**src/rtl/onehot_enc_pkg.sv**
```systemverilog
package onehot_enc_pkg;
  // Strobes from control to datapath
  typedef struct packed {
    logic loadResult;   // capture the decoded index and error
    logic clearResult;  // force the result register to zero
  } encStrobe_t;
endpackage

```
**src/rtl/ohe_control.sv**
```systemverilog
module ohe_control
  import onehot_enc_pkg::*;
(
  input  logic       enable,
  output encStrobe_t strobe
);
  always_comb begin
    strobe.loadResult  = enable;
    strobe.clearResult = !enable;
  end
endmodule

```
**src/rtl/ohe_datapath.sv**
```systemverilog
module ohe_datapath
  import onehot_enc_pkg::*;
#(
  parameter int WIDTH       = 10,
  parameter bit ACTIVE_HIGH = 1'b1,
  parameter bit PRIORITY    = 1'b0,
  parameter bit MSB_FIRST   = 1'b0,
  localparam int IDX_W      = $clog2(WIDTH)
) (
  input  logic             clk,
  input  logic             rst_n,
  input  logic [WIDTH-1:0] codeIn,
  input  encStrobe_t       strobe,
  output logic [IDX_W-1:0] binQ,
  output logic             errQ
);
  logic [WIDTH-1:0] activeBits;
  logic [IDX_W-1:0] nextIdx;
  logic             nextErr;
  logic             noneActive;

  // Polarity normalisation
  generate
    if (ACTIVE_HIGH) begin : g_polHigh
      assign activeBits = codeIn;
    end else begin : g_polLow
      assign activeBits = ~codeIn;
    end
  endgenerate

  assign noneActive = ~|activeBits;

  generate
    if (PRIORITY) begin : g_prio
      logic [IDX_W-1:0] scanIdx;
      logic             found;
      if (MSB_FIRST) begin : g_msbFirst
        always_comb begin
          scanIdx = '0;
          found   = 1'b0;
          for (int i = WIDTH - 1; i >= 0; i--) begin
            if (!found && activeBits[i]) begin
              scanIdx = IDX_W'(i);
              found   = 1'b1;
            end
          end
        end
      end else begin : g_lsbFirst
        always_comb begin
          scanIdx = '0;
          found   = 1'b0;
          for (int i = 0; i < WIDTH; i++) begin
            if (!found && activeBits[i]) begin
              scanIdx = IDX_W'(i);
              found   = 1'b1;
            end
          end
        end
      end
      assign nextIdx = scanIdx;
      assign nextErr = !found;
    end else begin : g_flat
      logic [IDX_W-1:0] orIdx;
      logic             multiActive;
      // Each index bit is the OR of all positions carrying that bit
      always_comb begin
        orIdx = '0;
        for (int i = 0; i < WIDTH; i++) begin
          if (activeBits[i]) orIdx = orIdx | IDX_W'(i);
        end
      end
      assign multiActive = |(activeBits & (activeBits - WIDTH'(1)));
      assign nextErr     = noneActive | multiActive;
      assign nextIdx     = nextErr ? '0 : orIdx;
    end
  endgenerate

  always_ff @(posedge clk or negedge rst_n) begin
    if (!rst_n) begin
      binQ <= '0;
      errQ <= 1'b0;
    end else if (strobe.clearResult) begin
      binQ <= '0;
      errQ <= 1'b0;
    end else if (strobe.loadResult) begin
      binQ <= nextIdx;
      errQ <= nextErr;
    end
  end
endmodule

```
**src/rtl/onehot_bin_enc.sv**
```systemverilog
module onehot_bin_enc
  import onehot_enc_pkg::*;
#(
  parameter int WIDTH       = 10,
  parameter bit ACTIVE_HIGH = 1'b1,
  parameter bit PRIORITY    = 1'b0,
  parameter bit MSB_FIRST   = 1'b0,
  localparam int IDX_W      = $clog2(WIDTH)
) (
  input  logic             clk,
  input  logic             rst_n,
  input  logic [WIDTH-1:0] codeIn,
  input  logic             enable,
  output logic [IDX_W-1:0] binOut,
  output logic             errOut
);
  encStrobe_t strobe;

  ohe_control u_control (
    .enable (enable),
    .strobe (strobe)
  );

  ohe_datapath #(
    .WIDTH       (WIDTH),
    .ACTIVE_HIGH (ACTIVE_HIGH),
    .PRIORITY    (PRIORITY),
    .MSB_FIRST   (MSB_FIRST)
  ) u_datapath (
    .clk    (clk),
    .rst_n  (rst_n),
    .codeIn (codeIn),
    .strobe (strobe),
    .binQ   (binOut),
    .errQ   (errOut)
  );
endmodule

```
**config.mk**
```make
export PLATFORM = sky130hd
export DESIGN_NAME = onehot_bin_enc
export DESIGN_NICKNAME = d
export VERILOG_FILES = /design/src/rtl/onehot_enc_pkg.sv /design/src/rtl/ohe_control.sv /design/src/rtl/ohe_datapath.sv /design/src/rtl/onehot_bin_enc.sv
export SDC_FILE = /design/constraint.sdc
export NUM_CORES = 1
export LEC_CHECK = 0
export ABC_AREA = 1
export BUFFER_PORTS_ARGS = -buffer_cell sky130_fd_sc_hd__buf_2
export CORE_AREA = 5 5 42 44
export CTS_BUF_LIST = sky130_fd_sc_hd__clkbuf_4 sky130_fd_sc_hd__clkbuf_8 sky130_fd_sc_hd__clkbuf_16
export DETAILED_ROUTE_END_ITERATION = 10
export DIE_AREA = 0 0 47 49
export GPL_ROUTABILITY_DRIVEN = 0
export PLACE_DENSITY = 0.52
export SYNTH_ARGS = -nofsm -noshare
export SYNTH_HDL_FRONTEND = slang
export SYNTH_SLANG_ARGS = --single-unit
export TNS_END_PERCENT = 1
```
**constraint.sdc**
```tcl
create_clock -name clk -period 1.3 [get_ports clk]
set_clock_uncertainty 0.05 [all_clocks]
set_input_delay 0.26 -clock clk [delete_from_list [all_inputs] [get_ports clk]]
set_output_delay 0.26 -clock clk [all_outputs]
set_load 0.02 [all_outputs]
```
* Word-level counts from Yosys, hierarchy flattened
Cells that the tools add are included.
Widths: inputs -> output; s select.
** Storage, ports and cells
- Memory bits (writable) :: 0
- Register bits :: 5
- Memories kept :: 0
- Input port bits :: 13
- Output and inout port bits :: 5
- Bits in latches :: 0
- ROM bits :: 0
** Cells by class
- Add/sub/neg operators :: 1
- Order comparisons :: 0
- Shift-type cells :: 0
- Div/mod/pow operators :: 0
- Eq/ne operators :: 0
- Muxes and demuxes :: 12
- $mul :: 0
- Reductions and logical operators :: 3
- Bitwise gates (word level) :: 2
** Operators by type and width (number)
- $reduce_or 10->1 :: 2
- $mux 4 :: 4
- $mux 3 :: 4
- $and 10x10->10 :: 1
- $sub 10x1->10 const B :: 1
- $mux 2 :: 2
- $mux 1 :: 2
- $logic_not 1->1 :: 1
- $or 1x1->1 :: 1

* Logic depth before layout (Yosys ltp)
Gate-level depths: netlist of the first run.
- Word-level depth :: 11
- Gate-level depth with buffers :: 9

* By module
Synthesis of the first run repeated with hierarchy kept, for this count alone.
** Unflattened totals
- Cell total of the unflattened synthesis :: 69
- Area total of the unflattened synthesis :: 435.4 µm²
** By module, submodules not included
- ohe_datapath :: area an instance 424.2 µm², cells each 67, sequential area each 125.1 µm², times used 1
- ohe_control :: area an instance 11.3 µm², cells each 2, sequential area each 0.0 µm², times used 1

* Least setup slack after synthesis of the first run
Ideal clock, no wire load.
- Path type :: input-to-reg
- Start :: input codeIn[2]
- End :: register u_datapath.binQ[3]
- Stages on the path :: 7
- Arrival :: 871 ps
- Path buffers :: 0
- Setup time :: 71 ps
- Path slack :: 308 ps
- Cells stage by stage :: nor2_2 > nand2_2 > o21ai_1 > nand2_1 > nor2_2 > nand2_2 > nor2_1
** Between the ends
- Word-level cells in the longest chain between the ends :: 6
- Elaborated cells between the ends (all ways) :: 8
- Those cells by class :: add/sub (1); mux (2); bitwise (2); reduce/logical (3)
** RTL lines
- start, declared :: line onehot_bin_enc.sv:12 : input logic [WIDTH-1:0] codeIn,
- $sub 10x1->10 :: line ohe_datapath.sv:72 : assign multiActive = |(activeBits & (activeBits - WIDTH'(1)));
- $and 10x10->10 :: line ohe_datapath.sv:72
- $reduce_or 10->1 :: line ohe_datapath.sv:72
- $or 1x1->1 * :: line ohe_datapath.sv:73 : assign nextErr = noneActive | multiActive;
- $mux 4 * :: line ohe_datapath.sv:74 : assign nextIdx = nextErr ? '0 : orIdx;
- $mux 4 * :: line ohe_datapath.sv:82 : end else if (strobe.clearResult) begin
- end signal, assigned :: line ohe_datapath.sv:86 : binQ <= nextIdx;
- end, declared :: line ohe_datapath.sv:14 : output logic [IDX_W-1:0] binQ,
Mark *: on every way between the ends. The rest lies on a longest branch, timed or not.

* Final worst setup path of the first run
- Start :: register u_datapath.binQ[3]
- End :: output binOut[3]
** RTL lines
- end, declared :: line onehot_bin_enc.sv:14 : output logic [IDX_W-1:0] binOut,
No word-level cell between the ends.

==> results of run 1 <==
## layout make-up
type,instances,area [sq um],share of cell area
timing repair buffer,18,95.1,0.190
multi-input combinational,44,199,0.398
sequential,5,125,0.251
tap,16,20.0,0.0401
inverter,8,30.0,0.0602
clock buffer,4,30.0,0.0602
## layer usage
layer	vias to the layer above	wire (um)
met4	0	0
met5	-	0
met2	14	405
met1	166	327
met3	0	83
li1	219	-
## per-stage QoR
step / hold slack (ns) / power [uW] / setup slack [ns] / cell area, sq um
3_3_place_gp: 0.0266 / 240 / 0.0395 / 459
2_1_floorplan: -0.0856 / 199 / 0.308 / 354
3_5_place_dp: 0.0269 / 239 / 0.0599 / 459
5_1_grt: 0.231 / 459 / 0.164 / 499
6_report: 0.210 / 437 / 0.250 / 499
4_1_cts: 0.202 / 445 / 0.238 / 499
## timing repair
action / 4_1_cts / 5_1_grt
hold buffers: 1 / 0
gates resized for setup: 0 / 0
endpoints found under the hold margin: 5 / 0
## flip-flops by register name, indices dropped and copies added (netlist names)
register	flops
u_datapath.errQ	1
u_datapath.binQ	4
## logic make-up after synthesis
kind of cell,share of synthesized area
flip-flops,0.353
AO/OA/AOI/OAI,0.117
buffers and inverters,0.0848
AND/OR/NAND/NOR,0.445
## power groups by stage
| stage | logic [uW] | clock network [uW] | registers [uW] |
|---|---|---|---|
| 4_1_cts | 81.5 | 205 | 158 |
| 6_report | 80.3 | 198 | 158 |
| 2_1_floorplan | 35.9 | 0 | 163 |
| 3_5_place_dp | 78.8 | 0 | 161 |
| 3_3_place_gp | 79.6 | 0 | 161 |
| 5_1_grt | 93.0 | 208 | 158 |
## cell usage in the layout (no fill, tap or decap), drive strengths merged
cell	netlist	layout
nand3	3	3
inv	8	8
o21ai	4	4
clkbuf	0	4
buf	0	17
a21oi	2	2
dlygate4sd3	0	1
nand2	19	19
nor2	15	15
o31ai	1	1
dfrtp	5	5
## how the worst max path moves through the flow
stage	slack (ns)	cells after the start	end
floorplan	0.31	7	u_datapath.binQ[3]$_DFF_PN0_
global placement	0.04	10	u_datapath.binQ[3]$_DFF_PN0_
detailed placement	0.06	10	u_datapath.binQ[1]$_DFF_PN0_
CTS	0.24	1	binOut[3]
global route	0.16	8	u_datapath.binQ[3]$_DFF_PN0_
finish	0.25	1	binOut[3]
==> results.txt, run 1 <==
* Overall global routing resource usage: 0.0746
- Compared with the post-synthesis result, the final layout area differs by 41.0%.
* Number of search-and-repair iterations in the first detailed-routing pass: 4
- Number of maximum-capacitance violations: 0
- Along the worst path, the maximum fanout reaches 1.
- Root Driver: sky130_fd_sc_hd__clkbuf_4
- Ys flop type: sky130_fd_sc_hd__dfrtp_1
* Leakage power of the design: 0.000287 uW
- Total negative setup slack: 0 ns
* Required time reported for the critical path endpoint: roughly 0.99 ns
- Number of synthesized register bits: 5
- The share of total power dissipated in combinational logic is 0.184.
* Hold depth: 3
- 18 I/O pins were placed.
- Final wirelength: approximately 800 um
- By area the synthesized netlist is led by sky130_fd_sc_hd__dfrtp_1, sky130_fd_sc_hd__nand2_1, sky130_fd_sc_hd__nor2_1, sky130_fd_sc_hd__nor2_2, sky130_fd_sc_hd__inv_1.
* Most common library cells after synthesis: sky130_fd_sc_hd__nand2_1, sky130_fd_sc_hd__nor2_1, sky130_fd_sc_hd__dfrtp_1, sky130_fd_sc_hd__inv_1, sky130_fd_sc_hd__nor2_2
- The initial antenna violation count is 0.
* Part of the power in registers: 0.363
- Timing would allow up to between 0.9 and 1 GHz.
* Critical Path Start: u_datapath.binQ[3]$_DFF_PN0_
- Including well taps, the total number of placed cells is 90.
- Number of synthesis warnings: 0
- Type of element launching the critical path: flip-flop
- Proportion of netlist area held by the largest area contributor: 0.353
- Clock network fraction of total power: 0.454
- Setup repair after global routing left no endpoint under its margin.
- Destination of the worst hold path: u_datapath.errQ$_DFF_PN0_
* Post-DR vias/cell: 4.20
- For this run, global-route usage on met1 was measured as 0.0835.
- Of the total power, the share spent switching nets is 0.251.
- Count of final setup violators: 0
* Clock edge transition at the registers on the reported setup and hold paths: approximately 0.04 ns
* Number of sinks handled by clock tree synthesis: 5
- The die covers between 2000 and 2500 sq um.
* Standard-cell row count: 14
- GRT busiest layer: met2
* Combined area of all synthesized cells: 354 sq um
* Worst Setup End Kind: output port
* Antenna diodes: 0
- Final layout net count: 93
- For this run, asynchronously set or reset flops after synthesis account for 1.00.
- In this run the number of H-tree levels came out at 1.
* First-pass GRT wire length: ~1300 um
- No sink is reached through more buffers than the 2 on the longest clock path.
* Inserted Clock Buffers: 3
* Fraction of layout instances using a drive strength above 1: 0.392
- Vias after detailed routing: 399
- The critical path is of the reg2out type.
* Pin count of the biggest net entering global routing: 6
- Pwr dens: 875 nW/um^2
- Number of DRC violations after detailed-routing iteration 0: 5
* Hold_sp: enable
- The total count of hold-check failures in the final report is 0.
* Actual slew at the worst max-slew pin: about 0.20 ns
* Post-synth EDFFs: 0
- Average detailed-routed wire length per instance: between 8 and 9 um
* Met3 global-route usage: 0.0148
- For this configuration, the core starts out at a cell density of 0.253.
- Core outline area: around 1400 sq um
- Residual DRC count: 0
- Worst ir drop on vdd: about 0.00019 V
- TritonCTS clock tree: built
* HPWL after DPL: between 700 and 800 um
* Number of filler instances in the final layout: 171
* # Post-CTS Setup Buffers: 0
* Data arrival at the endpoint of the critical path: 0.74 ns
* Buffers & Inverters on Critical Path: 1
- For this run, global-route usage on met2 was measured as 0.118.
* Crit path largest cell delay: between 0.3 and 0.4 ns
* Outcome: finished, final reports clean
* Final critical-path required period: 1.05 ns
- Sw power: approximately 110 uW
- Leftover overflow at the end of global routing: 0
- Crit-path leading delay family: flip-flops
- The worst pin sits at a relative slew slack of 0.866.
- Slowest library cell on the worst path: sky130_fd_sc_hd__dfrtp_1
- sky130_fd_sc_hd__nand2_1 is the most common cell in the netlist.
- Class of the tightest hold or removal check: in2reg
* Distinct cells, synth: 13
* Pins over their slew limit: 0
* Quantity of I/O buffers inserted on ports: 17
* Most area-hungry cell type in the Yosys netlist: sky130_fd_sc_hd__dfrtp_1
* Post-layout instance count excluding filler cells: 95
- Measured along the y axis, the die boundary spans roughly 49 um.
- Avg Cell Area, Syn: roughly 6.2 sq um
* Proportion of synthesized chip area in sequential cells: 0.353
* Cells along the critical path: buf_2
* Instance count of the mapped netlist: 57
* Period Utilization, post-route: 0.808
* Number of global-route vias before repair: 366
- For this run, the share of the core covered by cells in the final layout is 0.356.
* Antenna-violating nets left: 0
* Cell-internal power: between 300 and 400 uW
- Die width: roughly 47 um
- Net count after synthesis: 70
No activity file was read; power rests on OpenSTA's default activity.
==> inputs of run 2 (changes only) <==
--- a/config.mk
+++ b/config.mk
@@ -12,7 +12,7 @@
 export DETAILED_ROUTE_END_ITERATION = 10
 export DIE_AREA = 0 0 47 49
 export GPL_ROUTABILITY_DRIVEN = 0
-export PLACE_DENSITY = 0.52
+export PLACE_DENSITY = 0.53
 export SYNTH_ARGS = -nofsm -noshare
 export SYNTH_HDL_FRONTEND = slang
 export SYNTH_SLANG_ARGS = --single-unit
==> constraint.sdc (replaced) <==
create_clock -name clk -period 0.9 [get_ports clk]
set_clock_uncertainty 0.05 [all_clocks]
set_input_delay 0.18 -clock clk [delete_from_list [all_inputs] [get_ports clk]]
set_output_delay 0.18 -clock clk [all_outputs]
set_load 0.02 [all_outputs]
==> results.txt, run 2 (synthesis gave the netlist of run 1 again) <==
* Outcome: complete, but fails checks
* Violated checks: setup timing
- The tightest min-delay check is of the in2reg type.
- Leakage power of the design: approximately 0.00038 uW
* Unrepaired setup endpoints after global routing: true
* Final hold violation count: 0
* Pins over their slew limit: 0
* Max Clk Rate: between 1 and 1.5 GHz
- Average detailed-routed wire length per instance: between 9 and 10 um
- Detailed placement ended at an HPWL of roughly 800 um.
- Number of maximum-capacitance violations: 0
- During I/O placement, the number of pins put on the boundary was 18.
- Fraction of layout instances using a drive strength above 1: 0.622
- The library cells used most frequently in the layout, excluding fill and tap cells, are sky130_fd_sc_hd__nand2_1, sky130_fd_sc_hd__buf_4, sky130_fd_sc_hd__buf_2.
* Data arrival at the endpoint of the critical path: 0.73 ns
- Initial antenna violation count: 0
- Setup violations remaining at the end of the flow were counted as 6.
* Cells along the critical path: buf_6
- After floorplanning, the core was sized to cover approximately 1400 sq um.
* Required time reported for the critical path endpoint: 0.67 ns
- CTS H-Tree Depth: 1
- Entering global routing, the biggest net connects 6 pins.
- Crit path setup slack, layout: -0.0644 ns
- Worst ir drop on vdd: approximately 0.00027 V
- In the finished design, the share of the clock period the worst path needs comes to 1.07.
* Standard-cell row count: 14
- Crit-path leading delay family: flip-flops
- CP Max Fanout: 1
* Final layout net count: approximately 100
* Maximum clock path buffer count: 2
- Worst Setup End Kind: output port
- Counting flops per register, the top entry is u_datapath.binQ.
- The register with the most flip-flops in the layout has 4 of them.
* Vias after detailed routing: between 400 and 500
- Antenna-violating nets left: 0
* Antenna diodes: 0
- Crit path largest cell delay: about 0.37 ns
* Syn-to-layout area delta: 98.6%
- For this run the aggregate overflow at the end of global routing stands at 0.
- The die covers approximately 2300 sq um.
- The worst setup path is launched from a flip-flop.
- Slowest library cell on the worst path: sky130_fd_sc_hd__dfrtp_1
* Height of the die: slightly below 50 um
* Pwr dens: roughly 1000 nW/um^2
- Post-DR vias/cell: around 4.2
- For this configuration, the core starts out at a cell density of 0.253.
- Final Util: 0.502
* Residual DRC count: 0
- Number of search-and-repair iterations in the first detailed-routing pass: 4
- Together, buffers and inverters on the worst path number 1.
- Number of global-route vias before repair: ~380
- Inserted Clock Buffers: 3
* Overall global routing resource usage: 0.0796
* First-pass GRT wire length: 1380 um
- Number of DRC violations after detailed-routing iteration 0: 6
* Root Driver: sky130_fd_sc_hd__clkbuf_4
- Quantity of I/O buffers inserted on ports: 17
* Class of the most critical setup path: reg2out
* TritonCTS clock tree: built
- Number of sinks handled by clock tree synthesis: 5
- Actual slew at the worst max-slew pin: ~0.2 ns
- Final wirelength: between 900 and 1000 um
* Final critical-path required period: 0.964 ns
- The library cell used most frequently in the layout, excluding fill and tap cells, is sky130_fd_sc_hd__nand2_1.
- At the placement stage, the worst setup path has a slack of -0.276 ns.
- Die width: between 40 and 50 um
- Tightest slew margin relative to the limit: 0.863
* Clock edge transition at the registers on the reported setup and hold paths: approximately 0.04 ns
* Largest registers ranked by flip-flop count: u_datapath.binQ (4), u_datapath.errQ (1)
-- run 2: cell count changes in the layout (fill, tap and decap cells not counted), sizes merged --
cell,delta
buf,+11
-- run 2: layout make-up --
cell class	instances	area, sq um
well taps	16	20.0
inverters	8	30.0
flip-flops and latches	5	125
fillers	154	698
multi-input cells	44	277
clock buffers	4	30.0
repair buffers	29	221
-- run 2: repair_timing --
action                     CTS  global route
buffers inserted             0             1
gates resized for setup      7            29
hold endpoints to repair     5             0
hold buffers                 1             0
setup endpoints to repair    9            10
pin swaps                    0            13
-- run 2: report_power, final --
| part | switching, uW | leakage [uW] | internal (uW) |
|---|---|---|---|
| clock network | 86.3 | 0.0000184 | 197 |
| logic | 98.6 | 0.000291 | 96.0 |
| registers | 1.09 | 0.0000676 | 228 |
-- run 2: through the flow --
| stage | cell area [sq um] | setup TNS (ns) | power (uW) | instances | hold slack [ns] |
|---|---|---|---|---|---|
| after floorplan | 354 | -0.0475 | 288 | 57 | -0.166 |
| after global placement | 534 | -1.25 | 377 | 100 | -0.0555 |
| after detailed placement | 534 | -1.24 | 377 | 100 | -0.0517 |
| after CTS | 598 | -0.371 | 670 | 105 | 0.145 |
| after global routing | 703 | -0.789 | 744 | 106 | 0.161 |
| final | 703 | -0.316 | 708 | 106 | 0.143 |
-- run 2: metal layers --
| metal | global-route usage | wire (um) | vias to the layer above |
|---|---|---|---|
| met3 | 0.0111 | 73 | 0 |
| li1 | - | - | 239 |
| met4 | 0.0415 | 0 | 0 |
| met2 | 0.140 | 563 | 14 |
| met5 | 0 | 0 | - |
| met1 | 0.0859 | 339 | 189 |
-- run 2: worst paths after layout --
| check | startpoint | to | slack [ns] | depth (start not counted) |
|---|---|---|---|---|
| max in group asynchronous | rst_n | u_datapath.binQ[2]$_DFF_PN0_ | 0.44 | 2 |
| min in group asynchronous | rst_n | u_datapath.binQ[3]$_DFF_PN0_ | 0.23 | 2 |
| worst max-delay path | u_datapath.binQ[2]$_DFF_PN0_ | binOut[2] | -0.06 | 1 |
| worst min-delay path | enable | u_datapath.errQ$_DFF_PN0_ | 0.14 | 3 |
-- run 2: tightest hold or removal path: stages --
cell and delay (ns):
sky130_fd_sc_hd__buf_2 0.12, sky130_fd_sc_hd__inv_1 0.05, sky130_fd_sc_hd__a21oi_1 0.04
